**config.mk**
```make
export PLATFORM = sky130hd
export DESIGN_NAME = freq_out_sel
export DESIGN_NICKNAME = d
export VERILOG_FILES = /design/src/rtl/fo_pkg.sv /design/src/rtl/fo_bin_div.sv /design/src/rtl/fo_half_div.sv /design/src/rtl/freq_out_sel.sv
export SDC_FILE = /design/constraint.sdc
export NUM_CORES = 1
export LEC_CHECK = 0
export BUFFER_PORTS_ARGS = -buffer_cell sky130_fd_sc_hd__buf_2
export CORE_MARGIN = 1.5
export CORE_UTILIZATION = 51
export CTS_CLUSTER_DIAMETER = 150
export DETAILED_ROUTE_END_ITERATION = 6
export PLACE_DENSITY = 0.71
export SLEW_MARGIN = 20
export SYNTH_ARGS = -nofsm -noshare
export SYNTH_HDL_FRONTEND = slang
export SYNTH_HIERARCHICAL = 1
export SYNTH_SLANG_ARGS = --single-unit
```
**constraint.sdc**
```tcl
create_clock -name clk_i -period 3.8 [get_ports clk_i]
set_clock_uncertainty 0.05 [all_clocks]
set_input_delay 0.76 -clock clk_i [delete_from_list [all_inputs] [get_ports clk_i]]
set_output_delay 0.76 -clock clk_i [all_outputs]
set_load 0.01 [all_outputs]
```
**src/rtl/fo_pkg.sv**
```systemverilog
package fo_pkg;
  typedef enum logic [2:0] {
    FS_DIV1 = 3'd0,
    FS_DIV2 = 3'd1,
    FS_DIV4 = 3'd2,
    FS_DIV8 = 3'd3,
    FS_LINE = 3'd4,
    FS_ONE  = 3'd5,
    FS_LOW  = 3'd6,
    FS_HIGH = 3'd7
  } fo_sel_e;

  localparam int unsigned NTAP = 4;
endpackage

```
**src/rtl/fo_bin_div.sv**
```systemverilog
module fo_bin_div #(
  parameter int unsigned NTAP = 4
) (
  input  logic            clk_i,
  input  logic            rst_ni,
  input  logic            clr_i,
  input  logic            tick_i,
  output logic [NTAP-1:0] tap_o
);
  logic [NTAP-1:0] cnt_q;

  // bit k toggles every 2^k ticks
  always_ff @(posedge clk_i or negedge rst_ni) begin
    if (!rst_ni)     cnt_q <= '0;
    else if (clr_i)  cnt_q <= '0;
    else if (tick_i) cnt_q <= cnt_q + 1'b1;
  end

  assign tap_o = cnt_q;
endmodule

```
**src/rtl/fo_half_div.sv**
```systemverilog
module fo_half_div #(
  parameter int unsigned W = 4
) (
  input  logic         clk_i,
  input  logic         rst_ni,
  input  logic         clr_i,
  input  logic         tick_i,
  input  logic [W-1:0] limit_i,
  output logic         q_o
);
  logic [W-1:0] cnt_q;
  logic         q_q;

  always_ff @(posedge clk_i or negedge rst_ni) begin
    if (!rst_ni) begin
      cnt_q <= '0;
      q_q   <= 1'b0;
    end else if (clr_i) begin
      cnt_q <= '0;
      q_q   <= 1'b0;
    end else if (tick_i) begin
      // >= so a limit lowered mid-count still wraps
      if (cnt_q >= limit_i) begin
        cnt_q <= '0;
        q_q   <= ~q_q;
      end else begin
        cnt_q <= cnt_q + 1'b1;
      end
    end
  end

  assign q_o = q_q;
endmodule

```
**src/rtl/freq_out_sel.sv**
```systemverilog
module freq_out_sel #(
  parameter int unsigned XTAL_HALF_1HZ = 32768,
  parameter int unsigned AC_HALF_50    = 50,
  parameter int unsigned AC_HALF_60    = 60
) (
  input  logic       clk_i,
  input  logic       rst_ni,
  input  logic       xtal_tick_i,
  input  logic       ac_tick_i,
  input  logic       ac_ok_i,
  input  logic       line_60_i,
  input  logic       bat_act_i,
  input  logic       bat_off_i,
  input  logic [2:0] sel_i,
  output logic       fout_o
);
  import fo_pkg::*;

  localparam int unsigned XW = $clog2(XTAL_HALF_1HZ + 1);
  localparam int unsigned AW = $clog2(AC_HALF_60 + 1);

  logic [2:0]      sel_q;
  logic            clr;
  logic [NTAP-1:0] xtap;
  logic            line_sq, ac_1hz, xt_1hz, sel_out;
  logic [AW-1:0]   ac_lim;

  // select register: mux uses sel_q so clear and switch land on one edge
  always_ff @(posedge clk_i or negedge rst_ni) begin
    if (!rst_ni) sel_q <= FS_DIV1;
    else         sel_q <= sel_i;
  end

  assign clr    = (sel_i != sel_q);
  assign ac_lim = line_60_i ? AW'(AC_HALF_60 - 1) : AW'(AC_HALF_50 - 1);

  fo_bin_div #(.NTAP(NTAP)) u_xbin (
    .clk_i (clk_i), .rst_ni(rst_ni), .clr_i(clr),
    .tick_i(xtal_tick_i), .tap_o(xtap)
  );

  fo_half_div #(.W(1)) u_line (
    .clk_i (clk_i), .rst_ni(rst_ni), .clr_i(clr),
    .tick_i(ac_tick_i), .limit_i(1'b0), .q_o(line_sq)
  );

  fo_half_div #(.W(AW)) u_ac1 (
    .clk_i (clk_i), .rst_ni(rst_ni), .clr_i(clr),
    .tick_i(ac_tick_i), .limit_i(ac_lim), .q_o(ac_1hz)
  );

  fo_half_div #(.W(XW)) u_xt1 (
    .clk_i (clk_i), .rst_ni(rst_ni), .clr_i(clr),
    .tick_i(xtal_tick_i), .limit_i(XW'(XTAL_HALF_1HZ - 1)), .q_o(xt_1hz)
  );

  always_comb begin
    case (sel_q)
      FS_DIV1: sel_out = xtap[0];
      FS_DIV2: sel_out = xtap[1];
      FS_DIV4: sel_out = xtap[2];
      FS_DIV8: sel_out = xtap[3];
      FS_LINE: sel_out = line_sq;
      FS_ONE:  sel_out = ac_ok_i ? ac_1hz : xt_1hz;
      FS_LOW:  sel_out = 1'b0;
      default: sel_out = 1'b1;
    endcase
  end

  assign fout_o = sel_out & ~(bat_act_i & bat_off_i);
endmodule

```
==> reports/results.tsv <==
metric	value	unit
r2r_start	sel_q[0]	
crit_fanout	13	
grt_pass1_wl	7600	µm
cp_slowest_cell	nor2_1	
wl_per_cell	12.6	µm
worst_pin_slew	0.769	ns
worstHoldPathType	flop to flop	
yosysSeqAreaShare	36.0	%
cts-root-buf	clkbuf_8	
timing.slew.headroom	48.7	%
top_signal_layer_used	met4	
met3WireLength	107	µm
end_kind	flop	
arrival	2.53	ns
peakVddDrop	0.227	mV
cts_sinks	33	
cts_resized	0	
wl_met2	2040	µm
die_width	70.0	µm
fp-row-count	24	
timing.final.crit_share	63.5	%
max_freq	415	MHz
dieHeight	70.0	µm
synth_top_area_share	36.0	%
holdCritStartpoint	u_ac1/cnt_q[5]	
vias	1778	
hold_viol_final	0	
path_cells	buf_2 -> xnor2_1 -> nand3_1 -> nor2_1 -> nor3_1 -> nand4_1 -> xnor2_1 -> nor2_1	
critPathMaxStageDelay	0.60	ns
path_class	input port to flop	
maxSlewViolCount	0	
async_flop_share	100	%
post-synth-top-area-cell	dfrtp_1	
outcome	finished clean	
rsz0062_at_grt	no	
syn2layout_area_growth	12.0	%
avgSynthCellArea	9.28	µm²
critPathLaunch	sel_i[0]	
syn_area	0.00229	mm²
crit_required	3.91	ns
io_buffers	11	
finalSetupTns	0	ns
clkTransAtPathRegs	0.07	ns
power	0.000715	W
post-place-ws	1.11	ns
yosys_warnings	6	
routed_wl	4270	µm
utilization	58.9	%
period_minus_slack	2.41	ns
syn_inst	247	
num-nets-final	321	
num_antenna_cells	0	
clock_latency	0.29	ns
synthTopCellsByArea	dfrtp_1 (36%), ha_1 (14%), inv_1 (5.1%)	
hpwl	3150	µm
ant_nets	0	
numCtsBuffers	5	
cap_violations	0	
finalSetupViolations	0	
fill_cells	399	
clk_path_buf_depth	2	
drc	0	
met1Wirelength	2050	µm
io_pins	12	
synth_flop_cell	dfrtp_1	
p_leak	1.33	nW
rrSetupSlack	1.51	ns
grt_max_degree	34	
placed_cell_area	0.00248	mm²
routabilityCongestion	0.806	
drtIter0Drc	46	
synth-seq-cells	33	
cts_setup_buffers	0	
dieArea	0.00491	mm²
first_pass_iters	4	
cts_max_level	2	
fp.coreArea	0.00435	mm²
first_global_vias	1722	
final_layout_size_suffix_gt1_share	14.7	%
cts_tree	yes	
vias_per_cell	5.26	
grt_use_total	19.2	%
fin_ws	1.39	ns
start_util	52.6	%
overflow	0	
startpoint_type	input port	
grt_antenna_before_repair	0	
design_area	0.00257	mm²
synth-edff-count	0	
power_density	279	mW/mm²
synth_cell_type_count	55	
ctsHoldBuffers	0	
-- cells in the mapped netlist (all sizes together), types with 4 or more instances --
cell type	n
xor2	9
nand3	9
o21ai	15
nor2	24
xnor2	9
nand4	5
o22ai	4
dfrtp	33
ha	25
mux2	5
nor3	8
nand2	21
inv	31
a21oi	8
-- where the power goes --
part	internal [W]	total, W	switching [W]
clock	0.000127	0.000259	0.000132
sequential	0.000357	0.000364	0.00000731
combinational	0.0000374	0.0000921	0.0000547
total	0.000521	0.000715	0.000194
-- critical path, delay by kind of cell --
family / cells / cell delay, ns
xor+xnor: 2 / 0.27
buf+inv: 1 / 0.11
simple gates: 5 / 1.39
-- worst paths after layout --
check / to / cells after the start
worst max-delay path: u_xt1/cnt_q[13] / 8
worst min-delay path: u_ac1/cnt_q[5] / 1
worst max register to register: u_xt1/cnt_q[13] / 7
worst min register to register: u_ac1/cnt_q[5] / 1
max in group asynchronous: u_ac1/cnt_q[5] / 1
min in group asynchronous: u_xt1/cnt_q[7] / 1
-- layer usage --
| metal | vias up | GRT usage (%) |
|---|---|---|
| met4 | 0 | 6.62 |
| met2 | 23 | 32.7 |
| met3 | 10 | 3.90 |
| met5 | - | 0 |
| li1 | 913 | - |
| met1 | 832 | 24.3 |
-- through the flow --
step | hold slack (ns) | instances
after detailed placement | 0.454 | 330
final | 0.469 | 338
after global routing | 0.501 | 338
after global placement | 0.457 | 330
after CTS | 0.470 | 338
after floorplan | 0.414 | 267
-- cell type report --
type	instances	area [µm²]	share of cell area [%]
Clock buffer	6	72.6	2.83
Timing Repair Buffer	12	62.6	2.44
Clock inverter	2	10.0	0.390
Tap cell	52	65.1	2.54
Inverter	31	116	4.53
Multi-Input combinational cell	202	1410	55.1
Sequential cell	33	826	32.2
-- cells by family (layout without fill, tap and decap cells) --
| family | Yosys count | after routing | synth area share [%] |
|---|---|---|---|
| xor gates and xnor gates | 18 | 18 | 6.88 |
| other | 2 | 22 | 0.328 |
| adders and majority gates | 25 | 25 | 13.6 |
| buffers and inverters | 32 | 51 | 5.57 |
| DFF | 33 | 33 | 36.0 |
| muxes | 7 | 7 | 3.82 |
| and+or+nand+nor | 83 | 83 | 18.4 |
| AOI/OAI and AO/OA | 47 | 47 | 15.3 |
-- placed cells by master, fill, tap and decap left out, drive strengths merged, types with 2 or more instances in the layout --
cell type / count
dfrtp: 33
inv: 31
ha: 25
nor2: 24
conb: 22
nand2: 21
o21ai: 15
buf: 12
xnor2: 9
xor2: 9
nand3: 9
a21oi: 8
nor3: 8
clkbuf: 6
nand4: 5
mux2: 5
o22ai: 4
nand2b: 3
mux2i: 2
clkinv: 2
o211ai: 2
or3: 2
nor2b: 2
nand3b: 2
a21o: 2
and3: 2
-- state kept, by name, indices dropped and copies added (netlist names) --
register and cells:
u_xt1/cnt_q 16, u_ac1/cnt_q 6, u_xbin/tap_o 4, sel_q 3, u_ac1/q_o 1, u_line/cnt_q 1, u_line/q_o 1, u_xt1/q_o 1
No activity file was read; power rests on OpenSTA's default activity.
